--- src/rtl/irq_router_pkg.sv ---
// Shared definitions for the timer interrupt router.
// Assumes a route word of an address half over a data half.
package irq_router_pkg;
    localparam int MSG_AW = 32;
    localparam int MSG_DW = 32;
    localparam int ROUTE_W = MSG_AW + MSG_DW;

    typedef struct packed {
        logic [MSG_AW-1:0] addr;
        logic [MSG_DW-1:0] data;
    } route_t;
endpackage

--- src/rtl/irq_chan.sv ---
// One channel of the router: status bit, wire output and a one-deep
// message slot. Assumes glb_rise is a one-cycle strobe from the top.
module irq_chan
    import irq_router_pkg::*;
(
    input  logic         clk,
    input  logic         rst_n,
    input  logic         fire,
    input  logic         level,
    input  logic         irq_en,
    input  logic         msg_en,
    input  route_t       route,
    input  logic         glb_en,
    input  logic         glb_rise,
    input  logic         clr,
    input  logic         grant,
    output logic         status,
    output logic         line,
    output logic         pend,
    output route_t       pend_route
);
    logic en_q, level_q, held, pulse;
    logic en_rise, lvl_fall, dlv_fire, redeliver, dlv, raise, lower;

    // Decode delivery and lowering events for this cycle.
    always_comb begin
        en_rise   = irq_en & ~en_q;
        lvl_fall  = level_q & ~level;
        dlv_fire  = fire & irq_en & glb_en;
        redeliver = status & glb_en & irq_en & (en_rise | glb_rise) & ~clr;
        dlv       = dlv_fire | redeliver;
        raise     = dlv & level & ~msg_en;
        lower     = clr | lvl_fall | (fire & ~dlv_fire & ~msg_en);
    end

    // Edge history of the enable and the trigger type.
    always_ff @(posedge clk) begin
        if (!rst_n) begin
            en_q    <= 1'b0;
            level_q <= 1'b0;
        end else begin
            en_q    <= irq_en;
            level_q <= level;
        end
    end

    // Status bit: fire sets or clears by trigger type, clear loses to fire.
    always_ff @(posedge clk) begin
        if (!rst_n)      status <= 1'b0;
        else if (fire)   status <= level;
        else if (clr)    status <= 1'b0;
    end

    // Held level wire and one-cycle edge pulse.
    always_ff @(posedge clk) begin
        if (!rst_n) begin
            held  <= 1'b0;
            pulse <= 1'b0;
        end else begin
            if (raise)      held <= 1'b1;
            else if (lower) held <= 1'b0;
            pulse <= dlv & ~level & ~msg_en;
        end
    end

    assign line = held | pulse;

    // One-deep message slot, filled on delivery, emptied on grant.
    always_ff @(posedge clk) begin
        if (!rst_n) begin
            pend       <= 1'b0;
            pend_route <= '0;
        end else if (grant) begin
            pend <= 1'b0;
        end else if (dlv && msg_en && !pend) begin
            pend       <= 1'b1;
            pend_route <= route;
        end
    end

    p_line_needs_enable_r3: assert property (@(posedge clk) disable iff (!rst_n)
        $rose(line) |-> $past(irq_en && glb_en));
    p_edge_fire_clears_r1: assert property (@(posedge clk) disable iff (!rst_n)
        (fire && !level) |=> !status);
    p_write_clear_r6: assert property (@(posedge clk) disable iff (!rst_n)
        (clr && !fire) |=> !status);
    p_level_drop_r9: assert property (@(posedge clk) disable iff (!rst_n)
        (level_q && !level) |=> !held);
endmodule

--- src/rtl/msg_arb.sv ---
// Fixed-priority picker feeding one registered write-request port.
// Assumes each requester holds pend until it sees its grant.
module msg_arb
    import irq_router_pkg::*;
#(
    parameter int NCH = 3
) (
    input  logic                   clk,
    input  logic                   rst_n,
    input  logic [NCH-1:0]         pend,
    input  route_t [NCH-1:0]       routes,
    input  logic                   msg_ready,
    output logic [NCH-1:0]         grant,
    output logic                   msg_valid,
    output route_t                 msg_out
);
    logic   free, found;
    route_t pick;

    // Choose the lowest-index waiting channel when the port is free.
    always_comb begin
        free  = ~msg_valid | msg_ready;
        grant = '0;
        found = 1'b0;
        pick  = '0;
        for (int i = 0; i < NCH; i++) begin
            if (free && pend[i] && !found) begin
                found    = 1'b1;
                grant[i] = 1'b1;
                pick     = routes[i];
            end
        end
    end

    // Output register: load on grant, drop after acceptance.
    always_ff @(posedge clk) begin
        if (!rst_n) begin
            msg_valid <= 1'b0;
            msg_out   <= '0;
        end else if (found) begin
            msg_valid <= 1'b1;
            msg_out   <= pick;
        end else if (msg_ready) begin
            msg_valid <= 1'b0;
        end
    end

    p_msg_hold_r10: assert property (@(posedge clk) disable iff (!rst_n)
        (msg_valid && !msg_ready) |=> (msg_valid && $stable(msg_out)));
    p_grant_onehot_r10: assert property (@(posedge clk) disable iff (!rst_n)
        $onehot0(grant));
endmodule

--- src/rtl/timer_irq_router.sv ---
// Top of the timer interrupt router: NCH channels and one shared
// write-request port. Assumes inputs are synchronous to clk.
module timer_irq_router
    import irq_router_pkg::*;
#(
    parameter int NCH = 3
) (
    input  logic                 clk,
    input  logic                 rst_n,
    input  logic [NCH-1:0]       fire,
    input  logic [NCH-1:0]       ch_level,
    input  logic [NCH-1:0]       ch_irq_en,
    input  logic [NCH-1:0]       ch_msg_en,
    input  logic [NCH*64-1:0]    ch_route,
    input  logic                 glb_en,
    input  logic                 sts_wr,
    input  logic [NCH-1:0]       sts_wdata,
    output logic [NCH-1:0]       irq_status,
    output logic [NCH-1:0]       irq_line,
    output logic                 msg_valid,
    input  logic                 msg_ready,
    output logic [31:0]          msg_addr,
    output logic [31:0]          msg_data
);
    logic            glb_q, glb_rise;
    logic [NCH-1:0]  pend, grant;
    route_t [NCH-1:0] pend_routes;
    route_t          msg_out;

    // Global enable edge history.
    always_ff @(posedge clk) begin
        if (!rst_n) glb_q <= 1'b0;
        else        glb_q <= glb_en;
    end

    assign glb_rise = glb_en & ~glb_q;

    for (genvar i = 0; i < NCH; i++) begin : g_chan
        irq_chan u_chan (
            .clk        (clk),
            .rst_n      (rst_n),
            .fire       (fire[i]),
            .level      (ch_level[i]),
            .irq_en     (ch_irq_en[i]),
            .msg_en     (ch_msg_en[i]),
            .route      (route_t'(ch_route[i*ROUTE_W +: ROUTE_W])),
            .glb_en     (glb_en),
            .glb_rise   (glb_rise),
            .clr        (sts_wr & sts_wdata[i]),
            .grant      (grant[i]),
            .status     (irq_status[i]),
            .line       (irq_line[i]),
            .pend       (pend[i]),
            .pend_route (pend_routes[i])
        );
    end

    msg_arb #(.NCH(NCH)) u_arb (
        .clk       (clk),
        .rst_n     (rst_n),
        .pend      (pend),
        .routes    (pend_routes),
        .msg_ready (msg_ready),
        .grant     (grant),
        .msg_valid (msg_valid),
        .msg_out   (msg_out)
    );

    assign msg_addr = msg_out.addr;
    assign msg_data = msg_out.data;
endmodule

--- config.mk ---
export PLATFORM = sky130hd
export DESIGN_NAME = timer_irq_router
export DESIGN_NICKNAME = d
export VERILOG_FILES = /design/src/rtl/irq_router_pkg.sv /design/src/rtl/irq_chan.sv /design/src/rtl/msg_arb.sv /design/src/rtl/timer_irq_router.sv
export SDC_FILE = /design/constraint.sdc
export NUM_CORES = 1
export LEC_CHECK = 0
export ABC_AREA = 0
export BUFFER_PORTS_ARGS = -buffer_cell sky130_fd_sc_hd__buf_2
export CAP_MARGIN = 20
export CORE_MARGIN = 3
export CORE_UTILIZATION = 35
export CTS_CLUSTER_SIZE = 20
export DETAILED_ROUTE_END_ITERATION = 8
export GPL_ROUTABILITY_DRIVEN = 0
export PLACE_DENSITY = 0.64
export SETUP_SLACK_MARGIN = 0.15
export SLEW_MARGIN = 20
export SYNTH_ARGS = -nofsm -noshare
export SYNTH_HDL_FRONTEND = slang
export SYNTH_SLANG_ARGS = --single-unit
--- constraint.sdc ---
create_clock -name clk -period 3.1 [get_ports clk]
set_input_delay 0.155 -clock clk [delete_from_list [all_inputs] [get_ports clk]]
set_output_delay 0.155 -clock clk [all_outputs]
set_load 0.02 [all_outputs]
== Yosys cells after proc, flatten, opt, wreduce, memory -nomap -nowiden ==
Cells that the tools add are included.

* ROM bits: 0
* Input bits: 212
* RAM bits: 0
* Register bits: 276
* Bits in latches: 0
* Output and inout port bits: 71
* Memories: 0

* Shifts and indexed selects: 0
* Mux-type cells: 22
* Multipliers: 0
* Reductions and logical operators: 29
* $add $sub $neg: 0
* Eq/ne operators: 0
* Bitwise logic cells: 83
* Divide/modulo/power cells: 0
* Magnitude comparators: 0

{| class="wikitable"
|+ Operator list
! kind !! number
|-
| $mux W64 || 3
|-
| $and A1 B1 Y1 || 46
|-
| $not A1 Y1 || 21
|-
| $mux W1 || 19
|-
| $or A1 B1 Y1 || 16
|-
| $reduce_bool A2 Y1 || 7
|-
| $logic_and A1 B1 Y1 || 11
|-
| $reduce_and A2 Y1 || 3
|-
| $reduce_or A2 Y1 || 3
|-
| $logic_not A1 Y1 || 5
|}

== Logic depth before layout (Yosys ltp) ==
Gate-level depths: netlist of run 1.

* Depth in word-level cells: 12
* Mapped depth: 8
* Mapped depth without buffers: 4

== Cells and area by module ==
Synthesis of run 1 repeated with hierarchy kept, for this count alone.

* Cells, all modules: 1396
* Area, all modules: 12548.3 sq um

{| class="wikitable"
|+ By module, submodules not included
! module !! cells each !! area each (sq um) !! instances !! seq. area each (sq um)
|-
| irq_chan || 308 || 2847.7 || 3 || 1401.3
|-
| msg_arb || 466 || 3946.3 || 1 || 1301.2
|-
| timer_irq_router || 6 || 58.8 || 1 || 20.0
|}

== Worst setup path before layout of run 1 ==
No wires, ideal clock.

* Kind: register to register
* Start point: register u_arb.msg_valid
* End point: register, netlist name u_arb.msg_out[47]
* Cell stages (with the launch flop): 7
* Data arrival time: 1453 ps
* Path buffers: 3
* Slack: 1529 ps
* Path through: dfxtp_1 > nand2b_1 > buf_4 > and2_1 > buf_2 > buf_1 > a32o_1

* Cells in the longest elaborated chain, start to end: 10
* Elaborated cells between the ends (all ways): 15
* Classes of those cells: 6 x mux; 2 x bitwise; 7 x reduce/logical

{| class="wikitable"
|+ Ends and longest elaborated chain
! element !! RTL line !! text
|-
| start, declared || msg_arb.sv:14 || <nowiki>output logic msg_valid,</nowiki>
|-
| start signal, assigned || msg_arb.sv:38 || <nowiki>msg_valid <= 1'b0;</nowiki>
|-
| start signal, assigned || msg_arb.sv:41 || <nowiki>msg_valid <= 1'b1;</nowiki>
|-
| start signal, assigned || msg_arb.sv:44 || <nowiki>msg_valid <= 1'b0;</nowiki>
|-
| $not A1 Y1 * || msg_arb.sv:22 || <nowiki>free = ~msg_valid | msg_ready;</nowiki>
|-
| $or A1 B1 Y1 * || msg_arb.sv:22 ||
|-
| $logic_and A1 B1 Y1 || msg_arb.sv:27 || <nowiki>if (free && pend[i] && !found) begin</nowiki>
|-
| $mux W1 || msg_arb.sv:27 ||
|-
| $logic_not A1 Y1 || msg_arb.sv:27 ||
|-
| $logic_and A1 B1 Y1 || msg_arb.sv:27 ||
|-
| $mux W1 || msg_arb.sv:27 ||
|-
| $logic_not A1 Y1 || msg_arb.sv:27 ||
|-
| $logic_and A1 B1 Y1 || msg_arb.sv:27 ||
|-
| $mux W64 or $mux W1 (tied branches) || msg_arb.sv:27 ||
|}

Every way passes the cells marked *; elsewhere a longest branch is shown, timed or not.
A chain may end at the register's enable or synchronous reset.

== Worst setup path after layout of run 1 ==
* Start point: register g_chan[0].u_chan.pend
* End point: register, netlist name u_arb.msg_out[34]

* Cells in the longest elaborated chain, start to end: 8
* Elaborated cells between the ends (all ways): 11
* Classes of those cells: 6 x mux; 5 x reduce/logical

{| class="wikitable"
|+ Ends and longest elaborated chain
! element !! RTL line !! text
|-
| start, declared || irq_chan.sv:19 || <nowiki>output logic pend,</nowiki>
|-
| start signal, assigned || irq_chan.sv:71 || <nowiki>pend <= 1'b0;</nowiki>
|-
| start signal, assigned || irq_chan.sv:74 || <nowiki>pend <= 1'b0;</nowiki>
|-
| start signal, assigned || irq_chan.sv:76 || <nowiki>pend <= 1'b1;</nowiki>
|-
| $logic_and A1 B1 Y1 * || msg_arb.sv:27 ||
|-
| $mux W1 || msg_arb.sv:27 ||
|-
| $logic_not A1 Y1 || msg_arb.sv:27 ||
|-
| $logic_and A1 B1 Y1 || msg_arb.sv:27 ||
|-
| $mux W1 || msg_arb.sv:27 ||
|-
| $logic_not A1 Y1 || msg_arb.sv:27 ||
|-
| $logic_and A1 B1 Y1 || msg_arb.sv:27 ||
|-
| $mux W64 or $mux W1 (tied branches) || msg_arb.sv:27 ||
|}

Marks and branches as above.

==> results of run 1 <==
[stage by stage]
stage          worst slack (ns)  util, %  area [um^2]
2_1_floorplan              1.53        -        11400
3_3_place_gp              0.973     40.5        12900
3_5_place_dp              0.875     40.5        12900
4_1_cts                   0.856     50.0        16000
5_1_grt                   0.781     50.1        16000
6_report                  0.905     50.1        16000
[flip-flops by register name, summed over array words and instances, names as in the netlist]
| name | flops |
|---|---|
| u_arb.msg_valid | 1 |
| glb_q | 1 |
| u_arb.msg_out | 64 |
| g_chan.u_chan.held | 3 |
| g_chan.u_chan.en_q | 3 |
| g_chan.u_chan.status | 3 |
| g_chan.u_chan.pend | 3 |
| g_chan.u_chan.level_q | 3 |
| g_chan.u_chan.pulse | 3 |
| g_chan.u_chan.pend_route | 192 |
[layout make-up]
| class | count | area share [%] |
|---|---|---|
| multi-input cells | 1021 | 32.3 |
| clock buffers | 44 | 5.54 |
| inverters | 7 | 0.164 |
| well taps | 435 | 3.41 |
| diodes | 1 | 0.0157 |
| clock inverters | 9 | 0.337 |
| repair buffers | 512 | 23.6 |
| flip-flops and latches | 276 | 34.6 |
[synthesized netlist by cell type (all sizes together), types with 4 or more instances]
master  count  area [um^2]
a21oi      14         70.1
a21boi     20          150
nand2     390         1460
a22o        4         35.0
o21ai     232         1170
and2       10         65.1
nor2       17         66.3
clkbuf     80          300
a22oi      16          120
buf        68          428
or2         4         27.5
a31oi      11         68.8
nor2b       7         43.8
inv         7         26.3
a32o       36          360
nand3b      5         37.5
o211ai     38          290
dfxtp     276         5530
nand3     195          976
[power by group]
part           internal (mW)  switching (mW)  total [mW]
clock                   1.96            1.44        3.40
sequential              3.64          0.0633        3.70
combinational          0.413           0.491       0.904
total                   6.02            1.99        8.01
[metal layers]
| layer | track usage (%) | part of all wire [%] | vias up |
|---|---|---|---|
| li1 | - | - | 5804 |
| met1 | 29.0 | 45 | 5303 |
| met2 | 35.4 | 46 | 401 |
| met3 | 4.13 | 6.1 | 89 |
| met4 | 6.78 | 3.1 | 0 |
| met5 | 0 | 0 | - |
[worst max-delay path by stage]
stage | from | end | slack, ns | cells after the start
final | g_chan[0].u_chan.pend$_SDFFE_PP0P_ | u_arb.msg_out[34]$_SDFFE_PN0P_ | 0.90 | 4
after global routing | g_chan[0].u_chan.pend$_SDFFE_PP0P_ | u_arb.msg_out[34]$_SDFFE_PN0P_ | 0.78 | 4
after CTS | g_chan[0].u_chan.pend$_SDFFE_PP0P_ | u_arb.msg_out[34]$_SDFFE_PN0P_ | 0.86 | 4
after detailed placement | g_chan[0].u_chan.pend$_SDFFE_PP0P_ | u_arb.msg_out[34]$_SDFFE_PN0P_ | 0.88 | 4
after global placement | g_chan[0].u_chan.pend$_SDFFE_PP0P_ | u_arb.msg_out[34]$_SDFFE_PN0P_ | 0.97 | 4
after floorplan | u_arb.msg_valid$_SDFFE_PN0P_ | u_arb.msg_out[47]$_SDFFE_PN0P_ | 1.53 | 6
[kinds of logic (layout without fill, tap and decap cells)]
family / after synthesis / after routing / share of synthesized area [%]
other: 0 / 1 / 0
buffers and inverters: 155 / 572 / 6.61
AND/OR/NAND/NOR: 638 / 638 / 24.3
AO/OA/AOI/OAI: 382 / 382 / 20.6
flip-flops: 276 / 276 / 48.4
multiplexers: 1 / 1 / 0.0877
[critical path, stage by stage (launching register included)]
cell and delay (ns):
dfxtp_4 0.63, buf_4 0.54, nor2b_1 0.26, a221o_1 0.38, a32o_1 0.25
[timing repair]
| action | 4_1_cts | 5_1_grt |
|---|---|---|
| setup buffers | 0 | 0 |
| hold endpoints to repair | 208 | 0 |
| hold buffers | 210 | 0 |
==> flow_summary.ini, run 1 <==
[sta]
slew_headroom_pct = 32.9
final_max_slew_viol_count = 0
clock.fmax_mhz = 456
holdWs_ns = 0.0376
period_needed_ns = 2.20
fin_skew_ns = 0.0189
period_share_pct = 70.8
tightestPinTransition_ns = 1.01
rsz0062_at_grt = no
final_hold_viol_count = 0
finalSetupViolCount = 0
setup_tns_ns = 0

[clocking]
clkSlewWorstSetupHoldPaths_ns = 0.06
ctsResizeCount = 0
clkSinkCount = 276
htreeDepth = 1
clockRootBuffer = clkbuf_16
cts_buffer_depth = 3
clk_latency_ns = 0.56
cts_tree = built
cts_inserted_buffers = 31

[power]
peakVddDrop_uv = 402
powerDensity_nw_per_um2 = 501
power_mw = 8.01
p_leak_nw = 6.57

[status]
status = finished, final reports clean

[global_route]
grt_max_degree = 153
grt_pass1_vias = 11500
track_usage_pct = 21.6
antenna_found_initial = 1
grt_pass1_wl_mm = 62.4
overflow = 0

[critical_path]
timing.rr.end = u_arb.msg_out[34]$_SDFFE_PN0P_
r2r_setup_slack_ns = 0.90
r2r-start = g_chan[0].u_chan.pend$_SDFFE_PP0P_
cp.required_ns = 3.53
start_kind = register
critPathArrivalTime_ns = 2.63
worstRegToRegCells = 4
end_kind = register
path_max_fanout = 51
criticalPathCategory = register to register

[routing]
detail_route.iter0.violations = 779
routed_wl_mm = 38.9
vias = 11600
wl_per_cell_um = 16.9
drc = 0
drtAntennaViolNets = 0
firstDrtPassIters = 5
via_per_inst = 5.03

[logic_synthesis]
netlist_instances = 1452
synthArstFlopShare_pct = 0
syn_area_per_cell_um2 = 7.86
synth-main-ff-cell = dfxtp_1
synth-edff-count = 0
synth-seq-cells = 276
mappedNetlistArea_um2 = 11400
synth_cell_types = 46
yosysWarningCount = 0
syn_nets = 1664
yosysSeqAreaShare_pct = 48.4

[floorplan]
core_area_um2 = 31900
ioPinCount = 283
die-width_um = 187
initial_core_util_pct = 35.8
rows = 65
die_area_um2 = 34800
die_height_um = 187

[cells_and_area]
multi_input_area_um2 = 5170
nets = 2061
drive_above_1_share_pct = 19.5
mostFrequentLayoutCell = nand2_1
layout_common_cells = nand2_1 (390), buf_2 (281), dfxtp_1 (273)
seq_area_um2 = 5530
syn2layout_area_growth_pct = 39.9
fillers = 3003
final_cells = 2305

[hold_path]
holdPathEnd = g_chan[0].u_chan.status$_SDFFE_PN0P_
min_from = sts_wdata[0]
holdPathStages = 4
hp-class = primary input to register

[placement]
dp_hpwl_mm = 22.8
port_buffers = 282
dp_cells = 2040

[job]
cap_viol_max_count = 0
No activity file was read; power rests on OpenSTA's default activity.
==> inputs of run 2 (changes only) <==
--- a/config.mk
+++ b/config.mk
@@ -13,7 +13,7 @@
 export CTS_CLUSTER_SIZE = 20
 export DETAILED_ROUTE_END_ITERATION = 8
 export GPL_ROUTABILITY_DRIVEN = 0
-export PLACE_DENSITY = 0.64
+export PLACE_DENSITY = 0.66
 export SETUP_SLACK_MARGIN = 0.15
 export SLEW_MARGIN = 20
 export SYNTH_ARGS = -nofsm -noshare
==> constraint.sdc (replaced) <==
create_clock -name clk -period 1.8 [get_ports clk]
set_input_delay 0.09 -clock clk [delete_from_list [all_inputs] [get_ports clk]]
set_output_delay 0.09 -clock clk [all_outputs]
set_load 0.02 [all_outputs]
==> flow_summary.ini, run 2 (synthesized netlist as in run 1, its figures left out) <==
[sta]
tightestPinTransition_ns = 0.556
finalSetupViolCount = 0
period_share_pct = 87.3
holdWs_ns = 0.0535
period_needed_ns = 1.57
rsz0062_at_grt = yes
fin_skew_ns = 0.0154
setup_tns_ns = 0
slew_headroom_pct = 62.9
final_max_slew_viol_count = 0
final_hold_viol_count = 0
clock.fmax_mhz = 636
fin_ws_ns = 0.228

[cells_and_area]
syn2layout_area_growth_pct = 44.7
fillers = 2881
mostFrequentLayoutCell = nand2_1
multi_input_area_um2 = 5170
final_util_pct = 51.8
final_cells = 2334
largest_reg_flops = 192
seq_area_um2 = 5530
drive_above_1_share_pct = 21.0
top_regs = g_chan.u_chan.pend_route x192, u_arb.msg_out x64
nets = 2087
layout_common_cells = nand2_1 (390), buf_2 (281), dfxtp_1 (273)
top_register = g_chan.u_chan.pend_route

[clocking]
clk_latency_ns = 0.54
cts_buffer_depth = 3
cts_inserted_buffers = 30
cts_tree = built
htreeDepth = 1
clkSinkCount = 276
clkSlewWorstSetupHoldPaths_ns = 0.06
clockRootBuffer = clkbuf_16

[routing]
routed_wl_mm = 39.6
drtAntennaViolNets = 0
firstDrtPassIters = 6
vias = 11900
drc = 0
via_per_inst = 5.11
detail_route.iter0.violations = 984
wl_per_cell_um = 17.0

[global_route]
grt_pass1_vias = 11800
track_usage_pct = 21.8
grt_max_degree = 88
antenna_found_initial = 2
grt_pass1_wl_mm = 63.0
overflow = 0

[floorplan]
die-width_um = 187
core_area_um2 = 31900
die_height_um = 187
ioPinCount = 283
rows = 65
die_area_um2 = 34800
initial_core_util_pct = 35.8

[critical_path]
r2r_setup_slack_ns = 0.23
timing.rr.end = u_arb.msg_out[0]$_SDFFE_PN0P_
path_max_fanout = 16
critPathArrivalTime_ns = 2.05
start_kind = register
r2r-start = g_chan[0].u_chan.pend$_SDFFE_PP0P_
end_kind = register
criticalPathCategory = register to register
startpoint = g_chan[0].u_chan.pend$_SDFFE_PP0P_
cp.required_ns = 2.28
worstRegToRegCells = 5

[power]
powerDensity_nw_per_um2 = 917
net-switching-power_mw = 3.49
internal_power_mw = 11.7
peakVddDrop_uv = 730
pwr-share-seq_pct = 42.0
p_leak_nw = 6.84
combPwrFrac_pct = 10.9
power_frac_clock_pct = 47.1
p_sw_share_pct = 23.1

[placement]
place_ws_ns = 0.175
port_buffers = 282
dp_cells = 2063
dp_hpwl_mm = 23.5

[job]
cap_viol_max_count = 0

[hold_path]
min_from = msg_ready
holdPathEnd = g_chan[0].u_chan.pend$_SDFFE_PP0P_
hp-class = primary input to register
holdPathStages = 5

[status]
status = finished, final reports clean
==> run 2: cell count changes in the layout (fill, tap and decap cells not counted), moves of 2 or more <==
cell | before | now
buf_12 | 6 | 13
buf_4 | 13 | 28
buf_6 | 0 | 4
bufinv_16 | 0 | 8
clkbuf_1 | 7 | 3
clkbuf_16 | 31 | 33
clkinvlp_4 | 2 | 0
==> run 2: worst max path at each step <==
stage	endpoint	slack, ns	cells after the start
floorplan	u_arb.msg_out[47]$_SDFFE_PN0P_	0.23	6
global placement	u_arb.msg_out[40]$_SDFFE_PN0P_	0.20	5
detailed placement	u_arb.msg_out[40]$_SDFFE_PN0P_	0.18	5
CTS	u_arb.msg_out[12]$_SDFFE_PN0P_	0.18	5
global route	u_arb.msg_out[52]$_SDFFE_PN0P_	0.11	7
finish	u_arb.msg_out[0]$_SDFFE_PN0P_	0.23	5
==> run 2: final cells by class <==
type | instances | share of cell area, %
sequential | 276 | 33.5
clock inverter | 14 | 1.67
inverter | 7 | 0.159
tap | 435 | 3.29
timing repair buffer | 539 | 24.7
multi-input combinational | 1021 | 31.3
antenna | 1 | 0.0151
clock buffer | 41 | 5.41
==> run 2: power groups by stage <==
stage | Combinational (mW) | Clock, mW | Sequential, mW
detailed placement | 1.26 | 0 | 6.49
global placement | 1.24 | 0 | 6.49
CTS | 1.61 | 7.26 | 6.36
floorplan | 0.673 | 0 | 6.51
finish | 1.66 | 7.13 | 6.36
global route | 1.81 | 7.51 | 6.37
==> run 2: worst max-delay path: stages (launching register included) <==
cell     delay [ns]
dfxtp_4        0.38
or2_4          0.28
o21ai_4        0.22
and2_4         0.19
buf_4          0.24
a32o_1         0.16
==> run 2: metrics by stage <==
| step | cell area, um^2 | power, mW |
|---|---|---|
| finish | 16500 | 15.2 |
| floorplan | 11400 | 7.18 |
| CTS | 16500 | 15.2 |
| global placement | 13200 | 7.73 |
| detailed placement | 13200 | 7.75 |
| global route | 16500 | 15.7 |
==> run 2: layer usage <==
| layer | track usage (%) | up-vias | wire, um |
|---|---|---|---|
| met3 | 3.57 | 99 | 2440 |
| li1 | - | 5846 | - |
| met1 | 29.1 | 5540 | 17500 |
| met4 | 7.82 | 2 | 1370 |
| met5 | 0 | - | 13 |
| met2 | 35.9 | 446 | 18300 |
==> run 2: timing repair <==
item,4_1_cts,5_1_grt
setup buffers,0,3
endpoints found under the hold margin,209,0
pin swaps,0,3
gates cloned,0,1
resized for setup,2,5
hold buffers,211,0
setup endpoints to repair,3,66
